[src/rtl/dma_arb_pkg.sv]
package dma_arb_pkg;

    localparam int WORD_W    = 32;
    localparam int CNT_W     = 12;
    localparam int PID_W     = 5;
    localparam int FLOW_W    = 3;

    localparam int EN_BIT    = 0;
    localparam int SRC_LSB   = 1;
    localparam int DST_LSB   = 6;
    localparam int FLOW_LSB  = 11;
    localparam int HALT_BIT  = 18;

    typedef enum logic {
        ARB_IDLE = 1'b0,
        ARB_HOLD = 1'b1
    } arb_state_e;

    typedef enum logic [FLOW_W-1:0] {
        FLOW_FREE   = 3'd0,
        FLOW_DSTREQ = 3'd1,
        FLOW_SRCREQ = 3'd2,
        FLOW_BOTH   = 3'd3
    } flow_e;

endpackage

[src/rtl/dma_chan_qualify.sv]
module dma_chan_qualify
    import dma_arb_pkg::*;
#(
    parameter int NUM_PERIPH = 16
) (
    input  logic [WORD_W-1:0]     cfg,
    input  logic [WORD_W-1:0]     ctl,
    input  logic [NUM_PERIPH-1:0] req_eff,
    output logic                  eligible,
    output logic                  unsup
);

    logic              live;
    logic [PID_W-1:0]  src_id;
    logic [PID_W-1:0]  dst_id;
    logic [FLOW_W-1:0] flow;
    logic [CNT_W-1:0]  count;
    logic [NUM_PERIPH-1:0] src_sh;
    logic [NUM_PERIPH-1:0] dst_sh;
    logic              src_hit;
    logic              dst_hit;
    logic              flow_ok;

    assign live   = cfg[EN_BIT] & ~cfg[HALT_BIT];
    assign src_id = cfg[SRC_LSB +: PID_W];
    assign dst_id = cfg[DST_LSB +: PID_W];
    assign flow   = cfg[FLOW_LSB +: FLOW_W];
    assign count  = ctl[CNT_W-1:0];

    // Out-of-range peripheral numbers shift every bit away: request absent.
    assign src_sh  = req_eff >> src_id;
    assign dst_sh  = req_eff >> dst_id;
    assign src_hit = src_sh[0];
    assign dst_hit = dst_sh[0];

    always_comb begin
        flow_ok = 1'b0;
        unique case (flow)
            FLOW_FREE:   flow_ok = 1'b1;
            FLOW_DSTREQ: flow_ok = dst_hit;
            FLOW_SRCREQ: flow_ok = src_hit;
            FLOW_BOTH:   flow_ok = src_hit & dst_hit;
            default:     flow_ok = 1'b0;
        endcase
    end

    assign unsup    = live & flow[FLOW_W-1];
    assign eligible = live & ~flow[FLOW_W-1] & (count != '0) & flow_ok;

endmodule

[src/rtl/dma_prio_pick.sv]
module dma_prio_pick #(
    parameter int N = 8,
    localparam int IW = (N > 1) ? $clog2(N) : 1
) (
    input  logic [N-1:0]  cand,
    output logic          any,
    output logic [IW-1:0] idx,
    output logic [N-1:0]  onehot
);

    always_comb begin
        idx    = '0;
        onehot = '0;
        for (int i = N - 1; i >= 0; i--) begin
            if (cand[i]) begin
                idx    = IW'(i);
                onehot = N'(1) << i;
            end
        end
    end

    assign any = |cand;

endmodule

[src/rtl/dma_req_arbiter.sv]
module dma_req_arbiter
    import dma_arb_pkg::*;
#(
    parameter int NUM_CH     = 8,
    parameter int NUM_PERIPH = 16,
    localparam int IDX_W     = (NUM_CH > 1) ? $clog2(NUM_CH) : 1
) (
    input  logic                     clk,
    input  logic                     rst_n,
    input  logic                     glob_en,
    input  logic [NUM_CH*WORD_W-1:0] ch_cfg,
    input  logic [NUM_CH*WORD_W-1:0] ch_ctl,
    input  logic [NUM_PERIPH-1:0]    req_single,
    input  logic [NUM_PERIPH-1:0]    req_burst,
    input  logic                     eng_busy,
    input  logic                     eng_done,
    output logic                     grant_valid,
    output logic [IDX_W-1:0]         grant_idx,
    output logic [NUM_CH-1:0]        grant_onehot,
    output logic [NUM_CH-1:0]        unsupported
);

    logic [NUM_PERIPH-1:0] req_eff;
    logic [NUM_CH-1:0]     elig_vec;
    logic [NUM_CH-1:0]     cand_vec;
    logic                  pick_any;
    logic [IDX_W-1:0]      pick_idx;
    logic [NUM_CH-1:0]     pick_oh;
    logic                  take;
    arb_state_e            state_q;
    arb_state_e            state_d;

    assign req_eff = req_single | req_burst;

    for (genvar c = 0; c < NUM_CH; c++) begin : g_chan
        dma_chan_qualify #(
            .NUM_PERIPH (NUM_PERIPH)
        ) u_qual (
            .cfg      (ch_cfg[c*WORD_W +: WORD_W]),
            .ctl      (ch_ctl[c*WORD_W +: WORD_W]),
            .req_eff  (req_eff),
            .eligible (elig_vec[c]),
            .unsup    (unsupported[c])
        );
    end

    assign cand_vec = glob_en ? elig_vec : '0;

    dma_prio_pick #(
        .N (NUM_CH)
    ) u_pick (
        .cand   (cand_vec),
        .any    (pick_any),
        .idx    (pick_idx),
        .onehot (pick_oh)
    );

    assign take = (state_q == ARB_IDLE) && pick_any && !eng_busy;

    // Next state
    always_comb begin
        state_d = state_q;
        unique case (state_q)
            ARB_IDLE: if (take)     state_d = ARB_HOLD;
            ARB_HOLD: if (eng_done) state_d = ARB_IDLE;
            default:                state_d = ARB_IDLE;
        endcase
    end

    // State register
    always_ff @(posedge clk or negedge rst_n) begin
        if (!rst_n) state_q <= ARB_IDLE;
        else        state_q <= state_d;
    end

    // Grant outputs
    always_ff @(posedge clk or negedge rst_n) begin
        if (!rst_n) begin
            grant_valid  <= 1'b0;
            grant_idx    <= '0;
            grant_onehot <= '0;
        end else begin
            unique case (state_q)
                ARB_IDLE: begin
                    if (take) begin
                        grant_valid  <= 1'b1;
                        grant_idx    <= pick_idx;
                        grant_onehot <= pick_oh;
                    end
                end
                ARB_HOLD: begin
                    if (eng_done) begin
                        grant_valid  <= 1'b0;
                        grant_onehot <= '0;
                    end
                end
                default: begin
                    grant_valid  <= 1'b0;
                    grant_onehot <= '0;
                end
            endcase
        end
    end

    // a grant appears only after an enabled, idle-engine cycle
    a_r1_r8_grant_gated: assert property (@(posedge clk) disable iff (!rst_n)
        $rose(grant_valid) |-> $past(glob_en && !eng_busy));

    // unsupported channels are never eligible
    a_r6_unsup_not_eligible: assert property (@(posedge clk) disable iff (!rst_n)
        (unsupported & elig_vec) == '0);

    // granted channel was eligible and no lower one was
    a_r7_lowest_wins: assert property (@(posedge clk) disable iff (!rst_n)
        $rose(grant_valid) |-> ((($past(elig_vec) & grant_onehot) != '0) &&
                                (($past(elig_vec) & (grant_onehot - 1'b1)) == '0)));

    // grant frozen until done
    a_r9_hold_stable: assert property (@(posedge clk) disable iff (!rst_n)
        (grant_valid && !eng_done) |=> (grant_valid && $stable(grant_idx) && $stable(grant_onehot)));

    // done drops the grant
    a_r9_done_release: assert property (@(posedge clk) disable iff (!rst_n)
        (grant_valid && eng_done) |=> !grant_valid);

    // encoding consistency
    a_r10_onehot_valid: assert property (@(posedge clk) disable iff (!rst_n)
        grant_valid |-> (($countones(grant_onehot) == 1) && grant_onehot[grant_idx]));

    a_r10_onehot_idle: assert property (@(posedge clk) disable iff (!rst_n)
        !grant_valid |-> (grant_onehot == '0));

endmodule

[config.mk]
export PLATFORM = sky130hd
export DESIGN_NAME = dma_req_arbiter
export DESIGN_NICKNAME = d
export VERILOG_FILES = /design/src/rtl/dma_arb_pkg.sv /design/src/rtl/dma_chan_qualify.sv /design/src/rtl/dma_prio_pick.sv /design/src/rtl/dma_req_arbiter.sv
export SDC_FILE = /design/constraint.sdc
export NUM_CORES = 1
export LEC_CHECK = 0
export BUFFER_PORTS_ARGS = -buffer_cell sky130_fd_sc_hd__buf_2
export CAP_MARGIN = 40
export CORE_AREA = 8 8 212 214
export DETAILED_ROUTE_END_ITERATION = 7
export DIE_AREA = 0 0 220 222
export GPL_TIMING_DRIVEN = 1
export PLACE_DENSITY = 0.38
export SETUP_SLACK_MARGIN = 0.1
export SLEW_MARGIN = 10
export SYNTH_ARGS = -nofsm -noshare
export SYNTH_HDL_FRONTEND = slang
export SYNTH_HIERARCHICAL = 1
export SYNTH_SLANG_ARGS = --single-unit
[constraint.sdc]
create_clock -name clk -period 2.2 [get_ports clk]
set_clock_uncertainty 0.1 [all_clocks]
set_input_delay 0.44 -clock clk [delete_from_list [all_inputs] [get_ports clk]]
set_output_delay 0.44 -clock clk [all_outputs]
set_load 0.03 [all_outputs]
* After elaboration in Yosys (flattened, before gate mapping)
Cells that the tools add are included.
** Word-level totals
- Register bits after elaboration :: 13
- Output and inout port bits :: 20
- Bits of input ports :: 549
** Cells by class
- Shift-type cells :: 16
- Bitwise gates (word level) :: 66
- Reduce and logical (&&, ||, !) cells :: 22
- Equal/unequal tests :: 26
- Multiplexer cells :: 34
** Operator list (count)
- right shift 16 x 5 -> 1 bit :: 16
- nonzero test 12 bit :: 8
- 2-to-1 mux 8 bit :: 11
- bitwise AND 1 bit :: 48
- == test 3 x 2 -> 1 bit (second input constant) :: 16
- case mux 1 bit (4 select lines) :: 8
- == test 3 x 1 -> 1 bit (second input constant) :: 8
- zero test 3 bit :: 8
- 2-to-1 mux 3 bit :: 8
- NOT 1 bit :: 17
- OR 16 bit :: 1
- case mux 8 bit (2 select lines) :: 1
- OR reduction 8 bit :: 1
- 2-to-1 mux 1 bit :: 4
- inequality test 2 bit (second input constant) :: 2
- case mux 1 bit (2 select lines) :: 2
- AND reduction 2 bit :: 2
- logical AND 1 bit :: 2
- zero test 1 bit :: 1

* Longest topological paths before layout
Gate-level depths: netlist of run 1.
- Word-level depth :: 16
- Depth in mapped cells :: 13

* Hierarchy
Netlist of run 1, hierarchy kept.
** By module, submodules not included
- dma_chan_qualify at g_chan[2].u_qual ... :: cells each 24, times used 6, area an instance 344.1 um2
- dma_req_arbiter :: cells each 74, times used 1, area an instance 779.5 um2
- dma_chan_qualify at g_chan[0].u_qual ... :: cells each 35, times used 2, area an instance 355.3 um2
- dma_prio_pick :: cells each 23, times used 1, area an instance 145.1 um2

* Least setup slack after synthesis of run 1
Ideal clock, no wire load.
- Path kind :: input to register
- Start point :: input req_burst[3]
- End point :: register grant_idx[0]
- Cell stages on the path :: 13
- Data required time :: 1.975 ns
- Arrival :: 3.251 ns
- Setup time :: 0.125 ns
- Slack :: -1.276 ns
- Cell sequence :: or2_2 > mux4_2 > mux2_2 > nor3b_1 > a311oi_1 > and2_1 > or4_4 > nor3_2 > nand2_1 > nand2b_4 > buf_12 > nor2_8 > mux2_4
** On the way
- Elaborated cells on any way between the ends :: 54
- Those cells by class :: shift: 16; mux: 17; bitwise: 17; reduce/logical: 4
** RTL lines
- start: declaration :: RTL line dma_req_arbiter.sv:14 : input logic [NUM_PERIPH-1:0] req_burst,
- OR 16 bit * :: RTL line dma_req_arbiter.sv:33 : assign req_eff = req_single | req_burst;
- right shift 16 x 5 -> 1 bit (on tied branches) :: RTL line dma_chan_qualify.sv:31, dma_chan_qualify.sv:32
- bitwise AND 1 bit :: RTL line dma_chan_qualify.sv:42 : FLOW_BOTH: flow_ok = src_hit & dst_hit;
- case mux 1 bit (4 select lines) * :: RTL line dma_chan_qualify.sv:38 : unique case (flow)
- bitwise AND 1 bit * :: RTL line dma_chan_qualify.sv:48 : assign eligible = live & ~flow[FLOW_W-1] & (count != '0) & flow_ok;
- via elig_vec[1] :: RTL line dma_req_arbiter.sv:24 : logic [NUM_CH-1:0] elig_vec;
- 2-to-1 mux 8 bit * :: RTL line dma_req_arbiter.sv:47 : assign cand_vec = glob_en ? elig_vec : '0;
- via cand_vec[1] :: RTL line dma_req_arbiter.sv:25 : logic [NUM_CH-1:0] cand_vec;
- OR reduction 8 bit * :: RTL line dma_prio_pick.sv:22 : assign any = |cand;
- via pick_any :: RTL line dma_req_arbiter.sv:26 : logic pick_any;
- logical AND 1 bit * (2 in series) :: RTL line dma_req_arbiter.sv:58 : assign take = (state_q == ARB_IDLE) && pick_any && !eng_busy;
- AND reduction 2 bit (no source line) *
- end signal: assignment :: RTL line dma_req_arbiter.sv:87 : grant_idx <= pick_idx;
- end: declaration :: RTL line dma_req_arbiter.sv:18 : output logic [IDX_W-1:0] grant_idx,
The timed path passes the listed nets; every way through them passes the cells marked *.
A chain may end at the register's enable or synchronous reset.

* Final worst setup path of run 1
- Start point :: input req_burst[11]
- End point :: register grant_idx[0]
** On the way
- Elaborated cells on any way between the ends :: 54
- Those cells by class :: shift: 16; mux: 17; bitwise: 17; reduce/logical: 4
** RTL lines
- OR 16 bit * :: RTL line dma_req_arbiter.sv:33
- via req_eff[11] :: RTL line dma_req_arbiter.sv:23 : logic [NUM_PERIPH-1:0] req_eff;
- right shift 16 x 5 -> 1 bit (on tied branches) :: RTL line dma_chan_qualify.sv:31, dma_chan_qualify.sv:32
- bitwise AND 1 bit :: RTL line dma_chan_qualify.sv:42
- case mux 1 bit (4 select lines) * :: RTL line dma_chan_qualify.sv:38
- bitwise AND 1 bit * :: RTL line dma_chan_qualify.sv:48
- via elig_vec[3] :: RTL line dma_req_arbiter.sv:24
- 2-to-1 mux 8 bit * :: RTL line dma_req_arbiter.sv:47
- via cand_vec[3] :: RTL line dma_req_arbiter.sv:25
- OR reduction 8 bit * :: RTL line dma_prio_pick.sv:22
- via pick_any :: RTL line dma_req_arbiter.sv:26
- logical AND 1 bit * (2 in series) :: RTL line dma_req_arbiter.sv:58
- AND reduction 2 bit (no source line) *
Marked as above.

==> impl_results.md, run 1 <==
* Final hold vios at 0
* 1st-iter DRT viols at 163
* Routability cong. at 0.775
* First-pass iteration count of the detailed router at 4
* Max stage delay on crit path at 0.55 ns
* Die Ht at 222 um
* Final Setup Violations at 13
* Clock-pin slew on the worst setup and hold paths at 0.05 ns
* IO Count at 569
* Htree depth at 1
* DP Worst Slack at -1.62 ns
* Synth Area in Adders at 0%
* CTS tree: built
* R2r setup slk at 0.97 ns
* Setup ws final at -1.10 ns
* Pwr Density at 267 nW/um2
* Placed inst area at 6110 um2
* Mapped cell area at 3700 um2
* Worst r2r dst: grant_onehot[7]
* Cell accounting for the most synthesized area: mux4_1
* Switching share of power at 36.3%
* Final min period at 3.30 ns
* Flop pwr share at 16.1%
* Largest family of logic cells by synthesized area: multiplexers
* Residual DRC at 0
* Port Buffers at 272
* RSZ-0062 raised after global routing: yes
* First-pass GRT wire length at 33.5 mm
* Layout area overhead at 75.8%
* DR vias at 4465
* Core Box Area at 41500 um2
* Mux contribution to synthesized area at 56.8%
* Gate Count Post-Synth at 311
* Antenna violations before repair at 15
* Tcrit/Tclk final at 150%
* Hold slack final at 0.320 ns
* Vias in the first global route at 4949
* Worst slew pin tran at 0.618 ns
* Post-route cell area at 6500 um2
* Violated checks: setup timing
* Ys async rst share at 100%
* Post-route setup TNS at -13.61 ns
* Number of synthesized flops with an enable pin at 0
* Synth top area share at 36.9%
* Tot GR Track Use at 9.26%
* Hold Crit Class: in -> reg
* Status: complete, but fails checks
* Core Rows at 75
* Final #Nets at 1206
* Critical path, cell by cell: buf_2, or2_4, mux4_2, mux2i_4, o221a_2, a211oi_2, and2_4, or4_4, nor3_4, nand2_2, nand2b_4, nor2_8, mux2_4
* Setup crit end kind: register
* Grt total ovfl at 0
* Reg2Reg Launch Point: state_q
* Hold_sp: eng_done
* Largest net degree at the start of global routing at 14
* Peak supply drop at 215 uV
* Avg WL per Cell at 20.1 um
* CP max stage cell: or4_4
* Commonest cells post-synth: mux4_1 (52), mux2i_1 (42), nor4_1 (24), or2_2 (22)
* CTS max path bufs at 2
* Crit-path max FO at 9
* Worst Path Required at 2.23 ns
* WS Path Type: in -> reg
* CTS Sinks at 13
* Count leader, synth: mux4_1
* Leakage at 2.85 nW
* WHS Path Cells at 2
* CP arrival at 3.33 ns
* Comb power frac at 63.5%
* Synthesis Warnings at 6
* ANT nets after route at 0
* Total CTS buffers at 3
* Syn_nets at 860
* Ranking of synthesized cells by area: mux4_1 (37%), mux2i_1 (11%), dfrtp_1 (8.8%), mux4_2 (4.9%), nor4_1 (4.1%)
* Post-synthesis sequential area ratio at 8.79%
* Worst skew pair latency at 0.25 ns
* Layout cells sized above 1 at 66.9%
* Die area at 48800 um2
* Seq cells post-synth at 13
* Clock group share of total power at 20.3%
* Slew Limit Fails at 0
* CP startpoint kind: primary input
* R2R depth at 3
* WL final at 24.1 mm
* Post-Layout Cell Count at 1201
* XOR/XNOR Fraction of Synth Area at 0%
* Synth Flop Type: dfrtp_1
* Avg Synthesized Cell Area at 11.9 um2
* Post-synthesis compound-gate area fraction at 8.79%
* Vias/cell at 3.72
* Fmax at 303 MHz
* Hold Path End: grant_valid
* Net switching power at 0.629 mW
* Max Cap Viol at 0
* Simple logic cell fraction of the synthesized area at 22.6%
* Slew headroom at 58.7%
* Root Buffer: clkbuf_16
* Netlist cell types at 44
* Int Pwr at 1.10 mW
* DIE WIDTH at 220 um
* Initial Util at 8.92%
* Hpwl dp at 20.2 mm
* Cell Count Post-Placement at 1169
logic make-up (layout without fill, tap and decap cells):
group / count (synthesis) / count (layout)
mux: 113 / 113
other cells: 0 / 6
simple gates: 130 / 139
flops: 13 / 13
compound gates: 41 / 41
buf+inv: 14 / 350
per-stage QoR:
step,power (mW),utilization (%)
finish,1.73,15.7
CTS,1.75,15.5
global route,1.85,15.7
detailed placement,1.31,14.7
floorplan,0.785,-
global placement,1.30,14.7
timing repair:
item / CTS / global route
gates cloned: 8 / 1
hold buffers: 1 / 0
setup buffers: 10 / 2
gates resized for setup: 53 / 7
pin swaps: 8 / 3
endpoints found under the setup margin: 13 / 13
endpoints found under the hold margin: 13 / 0
layer usage:
| metal | vias to the layer above | wire length, um | track usage [%] |
|---|---|---|---|
| li1 | 2081 | - | - |
| met1 | 2137 | 9440 | 10.9 |
| met2 | 204 | 11800 | 16.2 |
| met3 | 29 | 2430 | 3.14 |
| met4 | 14 | 439 | 1.78 |
| met5 | - | 80 | 0 |
cell usage in the layout, fill, tap and decap left out, types with 5 or more instances in the layout:
master    Yosys  final
buf_4         3     64
a21oi_1       7      7
mux2i_1      42     36
mux2_2        8      5
o21ai_0      10     10
nand4b_1      6      6
or2_2        22      8
nor2_1        5      5
inv_1         6      6
or2_4         0     22
buf_2         1    259
nand2b_1      8      8
o221a_2       6      6
mux4_2        8     22
and3b_1       6      6
nor4_1       24     24
a211oi_2      6      6
mux2_4        3      6
diode_2       0      6
and2_1       10      7
dfrtp_1      13     13
nor3b_1       9      7
nand2_1      13     12
buf_6         2     15
mux4_1       52     38
nand3_1       8      8
area by class of cell:
type	count	area [um2]
well taps	539	674
fillers	4762	35000
flip-flops and latches	13	325
multi-input cells	293	3430
clock inverters	1	5.00
inverters	6	22.5
diodes	6	15.0
repair buffers	340	1960
clock buffers	3	75.1
how the worst max path moves through the flow:
stage,end,cells past startpoint,slack (ns),start
final,grant_idx[0],13,-1.10,req_burst[11]
after global routing,grant_idx[0],13,-1.18,req_single[12]
after CTS,grant_idx[0],13,-1.11,req_burst[0]
after detailed placement,grant_idx[0],13,-1.62,req_burst[5]
after global placement,grant_idx[2],13,-1.62,req_burst[7]
after floorplan,grant_idx[0],13,-1.14,req_burst[15]
power by group through the flow:
stage	combinational [mW]	sequential (mW)	clock (mW)
finish	1.10	0.279	0.353
global route	1.19	0.281	0.378
CTS	1.11	0.280	0.355
detailed placement	1.02	0.284	0
global placement	1.02	0.284	0
floorplan	0.464	0.321	0
flip-flops by register name, summed over array words and instances, names as in the netlist:
signal        cells
state_q           1
grant_idx         3
grant_onehot      8
grant_valid       1
critical path, delay by kind of cell:
kind	cells	cell delay (ns)
compound gates	2	0.26
buf+inv	1	0.10
mux	3	1.01
simple gates	7	1.50
No activity file was read; power rests on OpenSTA's default activity.
==> inputs of run 2 (changes only) <==
--- a/config.mk
+++ b/config.mk
@@ -8,6 +8,7 @@
 export BUFFER_PORTS_ARGS = -buffer_cell sky130_fd_sc_hd__buf_2
 export CAP_MARGIN = 40
 export CORE_AREA = 8 8 212 214
+export CTS_CLUSTER_DIAMETER = 40
 export DETAILED_ROUTE_END_ITERATION = 7
 export DIE_AREA = 0 0 220 222
 export GPL_TIMING_DRIVEN = 1
==> constraint.sdc (replaced) <==
create_clock -name clk -period 2.2 [get_ports clk]
set_clock_uncertainty 0.1 [all_clocks]
set_input_delay 0.44 -clock clk [delete_from_list [all_inputs] [get_ports clk]]
set_output_delay 0.44 -clock clk [all_outputs]
set_load 0.1 [all_outputs]
==> run 2 against run 1 <==
Effect of this change: the run still ends with setup timing left; register-to-register slack about the same; routed wire length down 4.1%; count of clock-buffer cells in the layout up 1; first-iteration DRC count down 18%.
==> impl_results.md, run 2 (synthesized netlist as in run 1, its figures left out) <==
* CTS tree: built (unchanged)
* Clock group share of total power at 18.4% (was 20.3%)
* Vias in the first global route at 4962 (was 4949)
* Grt total ovfl at 0 (unchanged)
* Final Setup Violations at 13 (unchanged)
* Hpwl dp at 19.7 mm (was 20.2 mm)
* Crit-path max FO at 5 (was 9)
* Delay-heaviest family, CP: simple AND/OR/NAND/NOR gates (unchanged)
* WS Path Type: in -> reg (unchanged)
* Switching share of power at 41.1% (was 36.3%)
* Worst slew pin tran at 0.630 ns (was 0.618 ns)
* DR vias at 4446 (was 4465)
* R2r setup slk at 0.97 ns (about the same)
* Layout cells sized above 1 at 66.4% (was 66.9%)
* Slew Limit Fails at 0 (unchanged)
* Largest net degree at the start of global routing at 14 (unchanged)
* Clock-pin slew on the worst setup and hold paths at 0.05 ns (about the same)
* Avg WL per Cell at 19.4 um (was 20.1 um)
* Leakage at 2.86 nW (was 2.85 nW)
* Final min period at 3.36 ns (was 3.30 ns)
* Pwr Total at 1.86 mW (was 1.73 mW)
* Max stage delay on crit path at 0.50 ns (was 0.55 ns)
* Violated checks: setup timing (unchanged)
* Hold_sp: eng_done (unchanged)
* Die area at 48800 um2 (unchanged)
* First-pass iteration count of the detailed router at 4 (unchanged)
* Htree depth at 1 (unchanged)
* Core Box Area at 41500 um2 (unchanged)
* Pwr Density at 286 nW/um2 (was 267 nW/um2)
* Net switching power at 0.765 mW (was 0.629 mW)
* Largest Register: grant_onehot (unchanged)
* IO Count at 569 (unchanged)
* Layout area overhead at 76.0% (was 75.8%)
* Status: complete, but fails checks (unchanged)
* 1st-iter DRT viols at 134 (was 163)
* Critical path, cell by cell: buf_2, or2_4, mux4_2, mux2_4, nor3b_4, a311oi_2, and2_4, or4_4, nor3_4, nand2_2, nand2b_4, nor2_8, mux2_4 (was buf_2, or2_4, mux4_2, mux2i_4, o221a_2, a211oi_2, and2_4, or4_4, nor3_4, nand2_2, nand2b_4, nor2_8, mux2_4)
* Initial Util at 8.92% (unchanged)
* Comb power frac at 66.5% (was 63.5%)
* R2R depth at 3 (unchanged)
* CTS Sinks at 13 (unchanged)
* Worst Path Required at 2.23 ns (about the same)
* RSZ-0062 raised after global routing: yes (unchanged)
* Antenna violations before repair at 10 (was 15)
* Port Buffers at 272 (unchanged)
* ANT nets after route at 0 (unchanged)
* CP startpoint kind: primary input (unchanged)
* Root Buffer: clkbuf_16 (unchanged)
* Largest regs: grant_onehot x8, grant_idx x3 (unchanged)
* Worst skew pair latency at 0.24 ns (was 0.25 ns)
* Tot GR Track Use at 8.97% (was 9.26%)
* Hold Crit Class: in -> reg (unchanged)
* Setup crit end kind: register (unchanged)
* Hold slack final at 0.320 ns (about the same)
* CP max stage cell: or4_4 (unchanged)
* Reg2Reg Launch Point: state_q (unchanged)
* First-pass GRT wire length at 32.8 mm (was 33.5 mm)
* Flop pwr share at 15.0% (was 16.1%)
* Slew headroom at 57.9% (was 58.7%)
* Residual DRC at 0 (unchanged)
* Final #Nets at 1204 (was 1206)
* Routability cong. at 0.759 (was 0.775)
* Worst r2r dst: grant_onehot[5] (was grant_onehot[7])
* Cell Count Post-Placement at 1172 (was 1169)
* CP arrival at 3.39 ns (was 3.33 ns)
* DIE WIDTH at 220 um (unchanged)
* Core Util, Final at 15.7% (about the same)
* Final hold vios at 0 (unchanged)
* Fillers at 4724 (was 4762)
* Int Pwr at 1.10 mW (about the same)
* Worst path most repeated cell: mux2_4
* Commonest non-fill, non-tap cell in the layout: buf_2 (unchanged)
* Die Ht at 222 um (unchanged)
* Crit path buf inv count at 1 (unchanged)
* WL final at 23.2 mm (was 24.1 mm)
* Hold Path End: grant_valid (unchanged)
* WHS Path Cells at 2 (unchanged)
* Most frequent cells in the layout: buf_2 (267), buf_4 (70), mux4_1 (42), mux2i_1 (38), nor4_1 (24) (was buf_2 (259), buf_4 (64), mux4_1 (38), mux2i_1 (36), nor4_1 (24))
* Fmax at 297 MHz (was 303 MHz)
* Core Rows at 75 (unchanged)
* Max Cap Viol at 0 (unchanged)
* Setup ws final at -1.16 ns (was -1.10 ns)
* Total CTS buffers at 3 (unchanged)
* Vias/cell at 3.72 (about the same)
* Peak supply drop at 271 uV (was 215 uV)
* Tcrit/Tclk final at 153% (was 150%)
* CTS max path bufs at 2 (unchanged)
* Max reg flops at 8 (unchanged)
* Post-Layout Cell Count at 1195 (was 1201)
## run 2: power by group through the flow
stage	registers, mW	logic, mW	clock network [mW]
final	0.280	1.24	0.344
after detailed placement	0.284	1.18	0
after global routing	0.282	1.33	0.366
after CTS	0.281	1.25	0.348
after floorplan	0.429	0.499	0
after global placement	0.283	1.18	0
## run 2: area by class of cell
class	instances	area [um2]	area share [%]
timing repair buffer	343	1950	29.9
tap	539	674	10.4
clock buffer	4	78.8	1.21
inverter	6	22.5	0.346
antenna	2	5.00	0.0769
sequential	13	325	5.00
multi-input combinational	288	3460	53.1
## run 2: worst max-delay path by stage
| stage | endpoint | startpoint | depth (start not counted) |
|---|---|---|---|
| after global routing | grant_idx[0] | req_single[6] | 13 |
| after CTS | grant_idx[1] | req_burst[3] | 13 |
| after floorplan | grant_idx[0] | req_burst[15] | 13 |
| final | grant_idx[1] | req_burst[3] | 13 |
| after detailed placement | grant_idx[1] | req_burst[9] | 13 |
| after global placement | grant_idx[2] | req_burst[9] | 13 |
## run 2: metal layers
layer	up-vias	wire length (um)	GRT usage (%)
li1	2071	-	-
met1	2142	9480	10.8
met4	12	443	1.63
met5	-	72	0
met2	193	11200	15.8
met3	28	1940	2.48
## run 2: worst reg2reg max path, stage by stage (launching register included)
cell and delay [ns]:
dfrtp_1 0.33, nor2b_1 0.53, nand2_1 0.10, o21ai_0 0.09
## run 2: what timing repair did
| action | in CTS | in global routing |
|---|---|---|
| setup endpoints to repair | 13 | 13 |
| endpoints found under the hold margin | 13 | 0 |
| hold buffers | 1 | 0 |
| buffers inserted | 10 | 2 |
| pin swaps | 7 | 5 |
| gates resized for setup | 36 | 6 |
| gates cloned | 4 | 0 |
## run 2: stage by stage
step	area [um2]	worst slack, ns	TNS (ns)
6_report	6510	-1.16	-14.45
5_1_grt	6510	-1.28	-16.13
4_1_cts	6470	-1.15	-14.33
3_5_place_dp	6190	-1.64	-20.69
3_3_place_gp	6190	-1.64	-20.62
2_1_floorplan	3780	-1.14	-14.05
